<file path="config.mk">
export PLATFORM = sky130hd
export DESIGN_NAME = lpalu_top
export DESIGN_NICKNAME = d
export VERILOG_FILES = /design/src/rtl/lpalu_pkg.sv /design/src/rtl/lpalu_hold.sv /design/src/rtl/lpalu_fu.sv /design/src/rtl/lpalu_top.sv
export SDC_FILE = /design/constraint.sdc
export NUM_CORES = 1
export LEC_CHECK = 0
export CAP_MARGIN = 5
export CORE_MARGIN = 2
export CORE_UTILIZATION = 40
export DETAILED_ROUTE_END_ITERATION = 8
export PLACE_DENSITY = 0.57
export SLEW_MARGIN = 20
export SYNTH_ARGS = -nofsm -noshare
export SYNTH_HDL_FRONTEND = slang
export SYNTH_HIERARCHICAL = 1
export SYNTH_SLANG_ARGS = --single-unit
</file>
<file path="constraint.sdc">
create_clock -name clk -period 12.8 [get_ports clk]
set_input_delay 2.56 -clock clk [delete_from_list [all_inputs] [get_ports clk]]
set_output_delay 2.56 -clock clk [all_outputs]
set_load 0.02 [all_outputs]
</file>
<file path="src/rtl/lpalu_pkg.sv">
package lpalu_pkg;

   localparam int NUM_UNITS = 4;
   localparam int SUBOP_W   = 2;

   // unit codes as carried in opcode[3:2]
   localparam int KIND_ARITH = 0;
   localparam int KIND_BOOL  = 1;
   localparam int KIND_SHIFT = 2;
   localparam int KIND_CMP   = 3;

   typedef enum logic [1:0] {
      UNIT_ARITH = 2'd0,
      UNIT_BOOL  = 2'd1,
      UNIT_SHIFT = 2'd2,
      UNIT_CMP   = 2'd3
   } unit_e;

endpackage

</file>
<file path="src/rtl/lpalu_hold.sv">
module lpalu_hold #(
   parameter int DATA_W = 32,
   parameter int OP_W   = 2
) (
   input  logic              clk,
   input  logic              rst_n,
   input  logic              load,
   input  logic [OP_W-1:0]   op_d,
   input  logic [DATA_W-1:0] a_d,
   input  logic [DATA_W-1:0] b_d,
   output logic [OP_W-1:0]   op_q,
   output logic [DATA_W-1:0] a_q,
   output logic [DATA_W-1:0] b_q
);

   always_ff @(posedge clk) begin
      if (!rst_n) begin
         op_q <= '0;
         a_q  <= '0;
         b_q  <= '0;
      end else if (load) begin
         op_q <= op_d;
         a_q  <= a_d;
         b_q  <= b_d;
      end
   end

   // frozen inputs for an unselected unit
   a_r9_frozen : assert property (@(posedge clk) disable iff (!rst_n)
      !load |=> $stable({op_q, a_q, b_q}));

   // a capture takes the presented operands
   a_r9_capture : assert property (@(posedge clk) disable iff (!rst_n)
      load |=> (a_q == $past(a_d)) && (b_q == $past(b_d)));

endmodule

</file>
<file path="src/rtl/lpalu_fu.sv">
module lpalu_fu #(
   parameter int DATA_W = 32,
   parameter int KIND   = 0,
   localparam int SH_W  = $clog2(DATA_W)
) (
   input  logic [1:0]        op,
   input  logic [DATA_W-1:0] a,
   input  logic [DATA_W-1:0] b,
   output logic [DATA_W-1:0] y
);

   generate
      if (KIND == lpalu_pkg::KIND_ARITH) begin : g_arith
         always_comb y = op[0] ? (a - b) : (a + b);
         logic unused_op;
         assign unused_op = op[1];
      end else if (KIND == lpalu_pkg::KIND_BOOL) begin : g_bool
         always_comb begin
            case (op)
               2'd0:    y = a & b;
               2'd1:    y = a | b;
               2'd2:    y = a ^ b;
               default: y = ~(a | b);
            endcase
         end
      end else if (KIND == lpalu_pkg::KIND_SHIFT) begin : g_shift
         logic [SH_W-1:0] amt;
         assign amt = b[SH_W-1:0];
         always_comb begin
            case (op)
               2'd0:    y = a << amt;
               2'd1:    y = a >> amt;
               2'd2:    y = DATA_W'($signed(a) >>> amt);
               default: y = '0;
            endcase
         end
         logic unused_b;
         assign unused_b = ^b[DATA_W-1:SH_W];
      end else begin : g_cmp
         logic hit;
         always_comb begin
            case (op)
               2'd0:    hit = (a == b);
               2'd1:    hit = ($signed(a) < $signed(b));
               2'd2:    hit = (a < b);
               default: hit = 1'b0;
            endcase
            y = {{(DATA_W-1){1'b0}}, hit};
         end
      end
   endgenerate

endmodule

</file>
<file path="src/rtl/lpalu_top.sv">
module lpalu_top #(
   parameter int DATA_W = 32,
   localparam int NU    = lpalu_pkg::NUM_UNITS,
   localparam int OP_W  = lpalu_pkg::SUBOP_W
) (
   input  logic              clk,
   input  logic              rst_n,
   input  logic              in_valid,
   input  logic [3:0]        opcode,
   input  logic [DATA_W-1:0] opa,
   input  logic [DATA_W-1:0] opb,
   output logic [DATA_W-1:0] result,
   output logic              result_valid,
   output logic [NU-1:0]     unit_load
);

   generate
      if (DATA_W < 2 || (DATA_W & (DATA_W - 1)) != 0) begin : g_bad_width
         $error("lpalu_top: DATA_W must be a power of two of at least 2");
      end
   endgenerate

   lpalu_pkg::unit_e unit_sel, sel_q;
   logic [OP_W-1:0]  sub_op;
   logic             rv_q;
   logic [DATA_W-1:0] fu_y [NU];

   assign unit_sel = lpalu_pkg::unit_e'(opcode[3:2]);
   assign sub_op   = opcode[OP_W-1:0];

   generate
      for (genvar i = 0; i < NU; i++) begin : g_unit
         logic [OP_W-1:0]   h_op;
         logic [DATA_W-1:0] h_a, h_b;

         assign unit_load[i] = in_valid && (unit_sel == lpalu_pkg::unit_e'(i));

         lpalu_hold #(.DATA_W(DATA_W), .OP_W(OP_W)) u_hold (
            .clk  (clk),
            .rst_n(rst_n),
            .load (unit_load[i]),
            .op_d (sub_op),
            .a_d  (opa),
            .b_d  (opb),
            .op_q (h_op),
            .a_q  (h_a),
            .b_q  (h_b)
         );

         lpalu_fu #(.DATA_W(DATA_W), .KIND(i)) u_fu (
            .op(h_op),
            .a (h_a),
            .b (h_b),
            .y (fu_y[i])
         );
      end
   endgenerate

   always_ff @(posedge clk) begin
      if (!rst_n) begin
         sel_q <= lpalu_pkg::UNIT_ARITH;
         rv_q  <= 1'b0;
      end else begin
         rv_q <= in_valid;
         if (in_valid) sel_q <= unit_sel;
      end
   end

   assign result       = fu_y[sel_q];
   assign result_valid = rv_q;

   // at most one unit captures per cycle
   a_r2_onehot : assert property (@(posedge clk) disable iff (!rst_n)
      $onehot0(unit_load));

   // no capture without a request
   a_r2_idle_quiet : assert property (@(posedge clk) disable iff (!rst_n)
      !in_valid |-> (unit_load == '0));

   // answer flag one cycle after a request
   a_r3_latency : assert property (@(posedge clk) disable iff (!rst_n)
      in_valid |=> result_valid);

   // no flag without a request
   a_r3_no_spurious : assert property (@(posedge clk) disable iff (!rst_n)
      !in_valid |=> !result_valid);

   // output held across idle cycles
   a_r8_hold : assert property (@(posedge clk) disable iff (!rst_n)
      !in_valid |=> $stable(result));

   // comparator answer is a single bit
   a_r7_cmp_width : assert property (@(posedge clk) disable iff (!rst_n)
      (result_valid && sel_q == lpalu_pkg::UNIT_CMP) |-> (result[DATA_W-1:1] == '0));

endmodule

</file>
==> impl_metrics.yaml <==
floorplanning:
  die_y_um: 227
  fp.dieW_um: 227
  pin_count: 108
  core_sq_um: 49000
  row_count: 81
  die_area_sq_um: 51400
  start_util: 0.405
timing:
  slew_headroom: 0.291
  fin_ws_ns: 4.41
  tightest_slew_ns: 1.06
  drv_slew: 0
  clock_skew_ns: 0
  fmax_mhz: 119
  rsz0062_at_grt: "false"
  min_period_over_period: 0.655
  post-route-min-period_ns: 8.39
  timing_hold_violations_final: 0
  setup_viol: 0
  setup-tns-final_ns: 0
cells_and_area:
  areaGrowthSynthToFinish_pct: 9.02
  final_common_cell: "mux2i_1"
  final_cell_mix: "mux2i_1, nor2b_1, dfxtp_1"
  fillers: 4739
  layout.nets: 2320
  fin_util: 0.442
  multiInputGateArea_sq_um: 13400
  regArea_sq_um: 4800
  drive_gt1_frac: 0.102
power:
  leakage_nw: 7.71
  power_mw: 2.34
  p_per_area_nw_per_um2: 108
  peakVddDrop_mv: 0.103
min_path:
  min_path_type: "reg -> reg"
  min_from: "g_unit[3].u_hold/b_q[12]"
  min_path_cells: 2
  holdPathEnd: "g_unit[3].u_hold/b_q[12]"
setup_path:
  worstSetupStartpointType: "register"
  r2r-end: "g_unit[2].u_hold/b_q[0]"
  ff2ff_path_depth: 3
  arrival_ns: 5.83
  worstPathMaxFanout: 7
  r2r_setup_slack_ns: 11.48
  required_ns: 10.24
  crit_type: "reg -> out"
  cp-end-kind: "output pin"
  reg2reg_from: "g_unit[2].u_hold/b_q[0]"
job:
  max_cap_violations: 0
global_routing:
  grt_max_degree: 136
  grt_pass1_vias: 14800
  grt-ovfl-total: 0
  antenna_found_initial: 4
  grt_usage: 0.233
  grt_pass1_wl_um: 91300
clock_network:
  clock-sinks: 239
  cts_max_level: 1
  max-clock-path-buffers: 3
  cts_buffers: 28
  cts-root-buf: "clkbuf_16"
  cts_repair_resize_count: 0
  tritoncts: "built"
  post-cts-setup-buffers: 0
  path_clk_slew_ns: 0.06
  worstSkewPairLatency_ns: 0.55
  holdBufCountCts: 0
drt:
  routed_via_density: 5.53
  dr.pass1.iters: 5
  drtIter0Drc: 1179
  drcViolationCount: 0
  drt_wl_total_um: 60700
  wl_per_cell_um: 21.6
  ant_nets: 0
  route.vias.total: 15500
place:
  place_congestion: 0.956
  placement.io_buffers: 107
  dp_slack_ns: 5.02
  hpwl_um: 45300
logic_synthesis:
  syn-instance-count: 2115
  synth_area_sq_um: 19800
  syn_area_per_cell_sq_um: 9.38
  yosysWarnings: 6
run_status:
  status: "completed"
-- sequential cells by signal (all words and copies together), names as in the netlist --
register,cells
g_unit.u_hold/op_q,7
g_unit.u_hold/b_q,101
result_valid,1
g_unit.u_hold/a_q,128
sel_q,2
-- per-layer routing --
layer	track usage	vias up	wire length, um
li1	-	7473	-
met1	0.331	7555	28800
met2	0.374	407	27600
met3	0.0249	75	2830
met4	0.0635	4	1500
met5	0	-	27
-- power breakdown --
| part | switching (mW) | total [mW] | internal [mW] |
|---|---|---|---|
| sequential | 0.0312 | 0.801 | 0.770 |
| clock | 0.324 | 0.838 | 0.514 |
| combinational | 0.387 | 0.697 | 0.310 |
| total | 0.742 | 2.34 | 1.59 |
-- worst max-delay path by stage --
| stage | to | from | slack, ns |
|---|---|---|---|
| 2_1_floorplan | result[29] | g_unit[0].u_hold/b_q[3] | 6.15 |
| 3_3_place_gp | result[29] | g_unit[0].u_hold/b_q[5] | 5.12 |
| 3_5_place_dp | result[29] | g_unit[0].u_hold/b_q[3] | 5.02 |
| 4_1_cts | result[29] | g_unit[0].u_hold/b_q[3] | 4.41 |
| 5_1_grt | result[29] | g_unit[0].u_hold/b_q[3] | 4.14 |
| 6_report | result[29] | g_unit[0].u_hold/b_q[3] | 4.41 |
-- critical path: stages, from the launching register on --
cell             delay, ns
dfxtp_1               0.35
or4_4                 0.58
or3_4                 0.36
nor2_2                0.11
nand2_1               0.08
nor3_1                0.31
a21oi_1               0.14
xnor2_1               0.14
ha_1                  0.38
a21oi_1               0.26
o21ai_0               0.11
a21oi_1               0.16
o21ai_2               0.14
a311oi_1              0.64
o221ai_1              0.28
xnor2_1               0.20
mux4_2                0.48
clkdlybuf4s50_1       0.55
-- layout make-up --
cell class,count,area share
clock inverter,7,0.00521
inverter,120,0.0208
sequential,239,0.222
tap,664,0.0384
multi-input combinational,1605,0.618
timing repair buffer,126,0.0562
clock buffer,44,0.0394
antenna,1,0.000116
-- metrics by stage --
step | cells | instance area (sq um) | hold WS (ns)
after CTS | 2805 | 21600 | 0.521
after global placement | 2754 | 20700 | 0.496
final | 2806 | 21600 | 0.515
after detailed placement | 2754 | 20700 | 0.506
after floorplan | 2145 | 20000 | 0.483
after global routing | 2806 | 21600 | 0.541
(Power assumes the default switching activity.)
